<file path="src/rtl/ptx_pkg.sv">
package ptx_pkg;

    localparam int DEF_GROUPS = 2;
    localparam int DEF_GRP_W  = 8;

    // Which directions are enabled, high meaning driven: {to A, to B}
    typedef enum logic [1:0] {
        MODE_NONE = 2'b00,
        MODE_TO_B = 2'b01,
        MODE_TO_A = 2'b10,
        MODE_BOTH = 2'b11
    } dir_e;

    typedef struct packed {
        logic drv_a;
        logic drv_b;
        logic chk_a;
        logic chk_b;
        logic gen;
    } role_t;

    function automatic dir_e dir_of(input logic ab_n, input logic ba_n);
        return dir_e'({~ba_n, ~ab_n});
    endfunction

endpackage

</file>
<file path="src/rtl/ptx_role_dec.sv">
module ptx_role_dec
    import ptx_pkg::*;
(
    input  logic  par_off,
    input  logic  ab_drv_n,
    input  logic  ba_drv_n,
    output role_t role
);
    dir_e dir;

    always_comb begin
        dir      = dir_of(ab_drv_n, ba_drv_n);
        role     = '0;
        role.gen = ~par_off;
        case (dir)
            MODE_TO_B: begin
                role.drv_b = 1'b1;
                role.chk_a = ~par_off;
            end
            MODE_TO_A: begin
                role.drv_a = 1'b1;
                role.chk_b = ~par_off;
            end
            MODE_NONE: begin
                role.chk_a = ~par_off;
                role.chk_b = ~par_off;
            end
            MODE_BOTH: begin
                role.drv_a = 1'b1;
                role.drv_b = 1'b1;
            end
            default: role = '0;
        endcase
    end
endmodule

</file>
<file path="src/rtl/ptx_par_lane.sv">
module ptx_par_lane #(
    parameter int GRP_W = ptx_pkg::DEF_GRP_W
) (
    input  logic [GRP_W-1:0] word,
    input  logic             par_in,
    input  logic             gen,
    input  logic             odd_sel,
    input  logic             drive,
    output logic [GRP_W-1:0] word_o,
    output logic             par_o
);
    logic gen_bit;

    always_comb begin
        gen_bit = (^word) ^ odd_sel;
        word_o  = drive ? word : '0;
        if (!drive)   par_o = 1'b0;
        else if (gen) par_o = gen_bit;
        else          par_o = par_in;
    end
endmodule

</file>
<file path="src/rtl/ptx_par_chk.sv">
module ptx_par_chk #(
    parameter int GRP_W = ptx_pkg::DEF_GRP_W
) (
    input  logic [GRP_W-1:0] word,
    input  logic             par_in,
    input  logic             odd_sel,
    input  logic             enable,
    output logic             err_n
);
    logic total;

    always_comb begin
        total = ^{word, par_in};
        // pass when total parity equals the selected polarity
        err_n = enable ? (total == odd_sel) : 1'b1;
    end
endmodule

</file>
<file path="src/rtl/ptx_parity_ctl.sv">
module ptx_parity_ctl
    import ptx_pkg::*;
#(
    parameter int GROUPS = DEF_GROUPS,
    parameter int GRP_W  = DEF_GRP_W
) (
    input  logic                    clk,
    input  logic                    rst,
    input  logic                    par_off,
    input  logic                    odd_sel,
    input  logic                    ab_drv_n,
    input  logic                    ba_drv_n,
    input  logic [GROUPS*GRP_W-1:0] a_bus,
    input  logic [GROUPS-1:0]       a_bpar,
    input  logic [GROUPS*GRP_W-1:0] b_bus,
    input  logic [GROUPS-1:0]       b_bpar,
    input  logic [GROUPS*GRP_W-1:0] qa_word,
    input  logic [GROUPS-1:0]       qa_par,
    input  logic [GROUPS*GRP_W-1:0] qb_word,
    input  logic [GROUPS-1:0]       qb_par,
    output logic [GROUPS*GRP_W-1:0] a_dout,
    output logic [GROUPS-1:0]       a_pout,
    output logic                    a_oe,
    output logic [GROUPS*GRP_W-1:0] b_dout,
    output logic [GROUPS-1:0]       b_pout,
    output logic                    b_oe,
    output logic [GROUPS-1:0]       err_a_n,
    output logic                    err_a_oe,
    output logic [GROUPS-1:0]       err_b_n,
    output logic                    err_b_oe
);
    localparam int BUS_W = GROUPS * GRP_W;

    role_t              role;
    logic [BUS_W-1:0]   nxt_a_dout, nxt_b_dout;
    logic [GROUPS-1:0]  nxt_a_pout, nxt_b_pout;
    logic [GROUPS-1:0]  nxt_err_a, nxt_err_b;

    ptx_role_dec u_dec (
        .par_off  (par_off),
        .ab_drv_n (ab_drv_n),
        .ba_drv_n (ba_drv_n),
        .role     (role)
    );

    for (genvar g = 0; g < GROUPS; g++) begin : g_grp
        ptx_par_lane #(.GRP_W(GRP_W)) u_to_b (
            .word    (qa_word[g*GRP_W +: GRP_W]),
            .par_in  (qa_par[g]),
            .gen     (role.gen),
            .odd_sel (odd_sel),
            .drive   (role.drv_b),
            .word_o  (nxt_b_dout[g*GRP_W +: GRP_W]),
            .par_o   (nxt_b_pout[g])
        );
        ptx_par_lane #(.GRP_W(GRP_W)) u_to_a (
            .word    (qb_word[g*GRP_W +: GRP_W]),
            .par_in  (qb_par[g]),
            .gen     (role.gen),
            .odd_sel (odd_sel),
            .drive   (role.drv_a),
            .word_o  (nxt_a_dout[g*GRP_W +: GRP_W]),
            .par_o   (nxt_a_pout[g])
        );
        ptx_par_chk #(.GRP_W(GRP_W)) u_chk_a (
            .word    (a_bus[g*GRP_W +: GRP_W]),
            .par_in  (a_bpar[g]),
            .odd_sel (odd_sel),
            .enable  (role.chk_a),
            .err_n   (nxt_err_a[g])
        );
        ptx_par_chk #(.GRP_W(GRP_W)) u_chk_b (
            .word    (b_bus[g*GRP_W +: GRP_W]),
            .par_in  (b_bpar[g]),
            .odd_sel (odd_sel),
            .enable  (role.chk_b),
            .err_n   (nxt_err_b[g])
        );
    end

    always_ff @(posedge clk) begin
        if (rst) begin
            a_dout   <= '0;
            a_pout   <= '0;
            a_oe     <= 1'b0;
            b_dout   <= '0;
            b_pout   <= '0;
            b_oe     <= 1'b0;
            err_a_n  <= '1;
            err_a_oe <= 1'b0;
            err_b_n  <= '1;
            err_b_oe <= 1'b0;
        end else begin
            a_dout   <= nxt_a_dout;
            a_pout   <= nxt_a_pout;
            a_oe     <= role.drv_a;
            b_dout   <= nxt_b_dout;
            b_pout   <= nxt_b_pout;
            b_oe     <= role.drv_b;
            err_a_n  <= nxt_err_a;
            err_a_oe <= role.chk_a;
            err_b_n  <= nxt_err_b;
            err_b_oe <= role.chk_b;
        end
    end
endmodule

</file>
<file path="config.mk">
export PLATFORM = sky130hd
export DESIGN_NAME = ptx_parity_ctl
export DESIGN_NICKNAME = d
export VERILOG_FILES = /design/src/rtl/ptx_pkg.sv /design/src/rtl/ptx_role_dec.sv /design/src/rtl/ptx_par_lane.sv /design/src/rtl/ptx_par_chk.sv /design/src/rtl/ptx_parity_ctl.sv
export SDC_FILE = /design/constraint.sdc
export NUM_CORES = 1
export LEC_CHECK = 0
export BUFFER_PORTS_ARGS = -buffer_cell sky130_fd_sc_hd__buf_4
export CAP_MARGIN = 20
export CORE_ASPECT_RATIO = 0.7
export CORE_MARGIN = 2
export CORE_UTILIZATION = 42
export DETAILED_ROUTE_END_ITERATION = 16
export GPL_TIMING_DRIVEN = 0
export HOLD_SLACK_MARGIN = 0.06
export PLACE_DENSITY = 0.83
export SLEW_MARGIN = 20
export SYNTH_ARGS = -nofsm -noshare
export SYNTH_HDL_FRONTEND = slang
export SYNTH_SLANG_ARGS = --single-unit
</file>
<file path="constraint.sdc">
create_clock -name clk -period 1.9 [get_ports clk]
set_input_delay 0.57 -clock clk [delete_from_list [all_inputs] [get_ports clk]]
set_output_delay 0.57 -clock clk [all_outputs]
set_load 0.05 [all_outputs]
</file>
==> run summary <==
- **share of the cycle needed by the critical path after routing** 0.742
- **effective utilization at floorplan** 0.438
- **clock transition at the registers of the reported paths** 90 ps
- **power density over the cells** 779 nW/um^2
- **total clock buffers created by CTS** 5
- **Final GP Congestion** 0.731
- **count of hold-fix buffers inserted at cts** 0
- **Post-synth top cells** dfxtp_1, xnor2_1, and2_1, xor2_1, xnor3_1
- **Synth area leader** dfxtp_1
- **Ant. Diodes** 0
- **Synth Flop Type** dfxtp_1
- **element type at the critical path start** input pin
- **Post-CTS Setup Repair Bufs** 0
- **vias in the first global route** 1364
- **area of the die** 5100 sq um
- **Netlist cell types** 14
- **hold slack** 489 ps
- **setup repair after global routing missed its margin** false
- **Critical Path End Type** register
- **Clock Path Buffers** 2
- **post-detailed-routing wire length** 3900 um
- **Vias** 1434
- **Post-CTS Resized** 0
- **worst ir drop on vdd** 0.466 mV
- **Cells after DPL** 330
- **placeable core region** 4350 sq um
- **Post-Layout Cell Count** 338
- **Final Total Pwr** 2.31 mW
- **number of enable flip-flop cells after synthesis** 0
- **sequential share of the synthesized area** 0.462
- **final worst path period need** 1410 ps
- **Final #Nets** 360
- **count of warnings emitted by yosys** 0
- **cell types occupying the most area after synthesis** dfxtp_1, xnor2_1, xnor3_1, and2_1, xor2_1
- **measured slew at the worst slew-check pin** 571 ps
- **Ports** 122
- **H-tree levels** 2
- **largest fanout of any net on the critical path** 2
- **top-count cell post-synth** dfxtp_1
- **worst-case headroom to the max-slew limit** 0.618
- **critical path data arrival time** 1600 ps
- **average routed wire per standard cell** 11.5 um
- **final slew viol count** 0
- **final hold viol count** 0
- **Syn Std Cell Area** 1910 sq um
- **path category of the worst min-delay check** in -> reg
- **layout overhead on the synthesized area** 55.6%
- **synthesized instance count** 156
- **Clock Sinks** 44
- **width of the die** 84.5 um
- **DRC violation count after routing** 0
- **total number of placement rows** 20
- **Worst EP required** 2090 ps
- **startpoint-to-endpoint class of the critical path** in -> reg
- **Setup TNS Final** 0 ps
- **maxcap violations** 0
- **TritonCTS clock tree** done
- **P_leak** 1.47 nW
- **overall routing resource usage** 0.154
- **die height** 60.4 um
- **pin count of the biggest net entering global routing** 15
- **number of filler instances in the final layout** 351
- **fraction of layout instances using a drive strength above 1** 0.495
- **mean cell area of the mapped netlist** 12.2 sq um
- **clk root buf** clkbuf_8
- **share of Yosys cell area claimed by the top area cell type** 0.462
- **I/O Buffers** 119
- **via count normalized by instance count** 4.24
- **number of antenna violations at the first check in global routing** 0
- **overflow left after global routing** 0
- **iteration count of the initial detailed-routing pass** 4
- **# setup viols final** 0
- **async set or reset register ratio after synthesis** 0
- **result of the run** complete, no violations
- **Antenna Nets Post-Route** 0
- **Iter 0 DRT Violations** 18
- **wire length of the first global-routing pass** 5950 um
- **flip-flop and latch count after synthesis** 44
- **net count after synthesis** 234
- **detailed placer's ending HPWL** 3230 um
- **f_max** 710 MHz
power by group:
part / switching, mW / internal, mW
Clock: 0.310 / 0.294
Sequential: 0.0125 / 0.967
Combinational: 0.342 / 0.383
Total: 0.665 / 1.65
flip-flops by register name, summed over array words and instances (netlist names):
register	flops
b_dout	16
err_a_n	2
b_pout	2
err_a_oe	1
a_oe	1
b_oe	1
err_b_n	2
err_b_oe	1
a_pout	2
a_dout	16
cells in the final DEF (no fill, tap or decap):
cell        instances
dfxtp_1            44
xnor2_1            35
xnor2_2             5
xnor3_1             8
clkinvlp_4          2
buf_6               3
buf_2               1
xor2_1             12
and2_1             28
clkbuf_8            6
o211a_1             4
nor2_1              2
nand2_1             4
and2_2              4
or2b_1              4
nor3b_1             2
buf_4             119
final cells by class:
| class | count | area [sq um] | share of cell area |
|---|---|---|---|
| multi-input combinational | 108 | 986 | 0.332 |
| tap | 55 | 68.8 | 0.0232 |
| buffer | 4 | 38.8 | 0.0131 |
| timing repair buffer | 119 | 893 | 0.301 |
| sequential | 44 | 881 | 0.297 |
| clock buffer | 6 | 82.6 | 0.0278 |
| clock inverter | 2 | 15.0 | 0.00506 |
worst paths after layout:
| kind | to | start | cells after the start |
|---|---|---|---|
| setup / recovery | a_pout[0] | qb_word[3] | 5 |
| hold / removal | a_dout[10] | qb_word[10] | 2 |
critical path, cell delays in order:
cell and delay (ps):
buf_4 110, xnor2_1 150, xnor3_1 420, xnor2_1 150, o211a_1 200
per-stage QoR:
step                       util  setup WS (ps)  instance area (sq um)
after detailed placement  0.659            180                   2870
after floorplan               -            364                   1910
final                     0.681            491                   2970
after CTS                 0.681            487                   2970
after global placement    0.659            186                   2870
after global routing      0.681            437                   2970
metal layers:
layer,global-route usage,vias to the layer above,wire length (um)
met5,0,-,0
met4,0.0476,0,36
met3,0.0667,5,424
met2,0.270,69,1910
met1,0.174,623,1530
li1,-,737,-
cells by family (layout without fill, tap and decap cells):
family | Yosys count | in the layout | synth area share
simple gates | 44 | 44 | 0.143
buf+inv | 4 | 131 | 0.0204
xor+xnor | 60 | 60 | 0.353
flops | 44 | 44 | 0.462
compound gates | 4 | 4 | 0.0210
(Power assumes the default switching activity.)
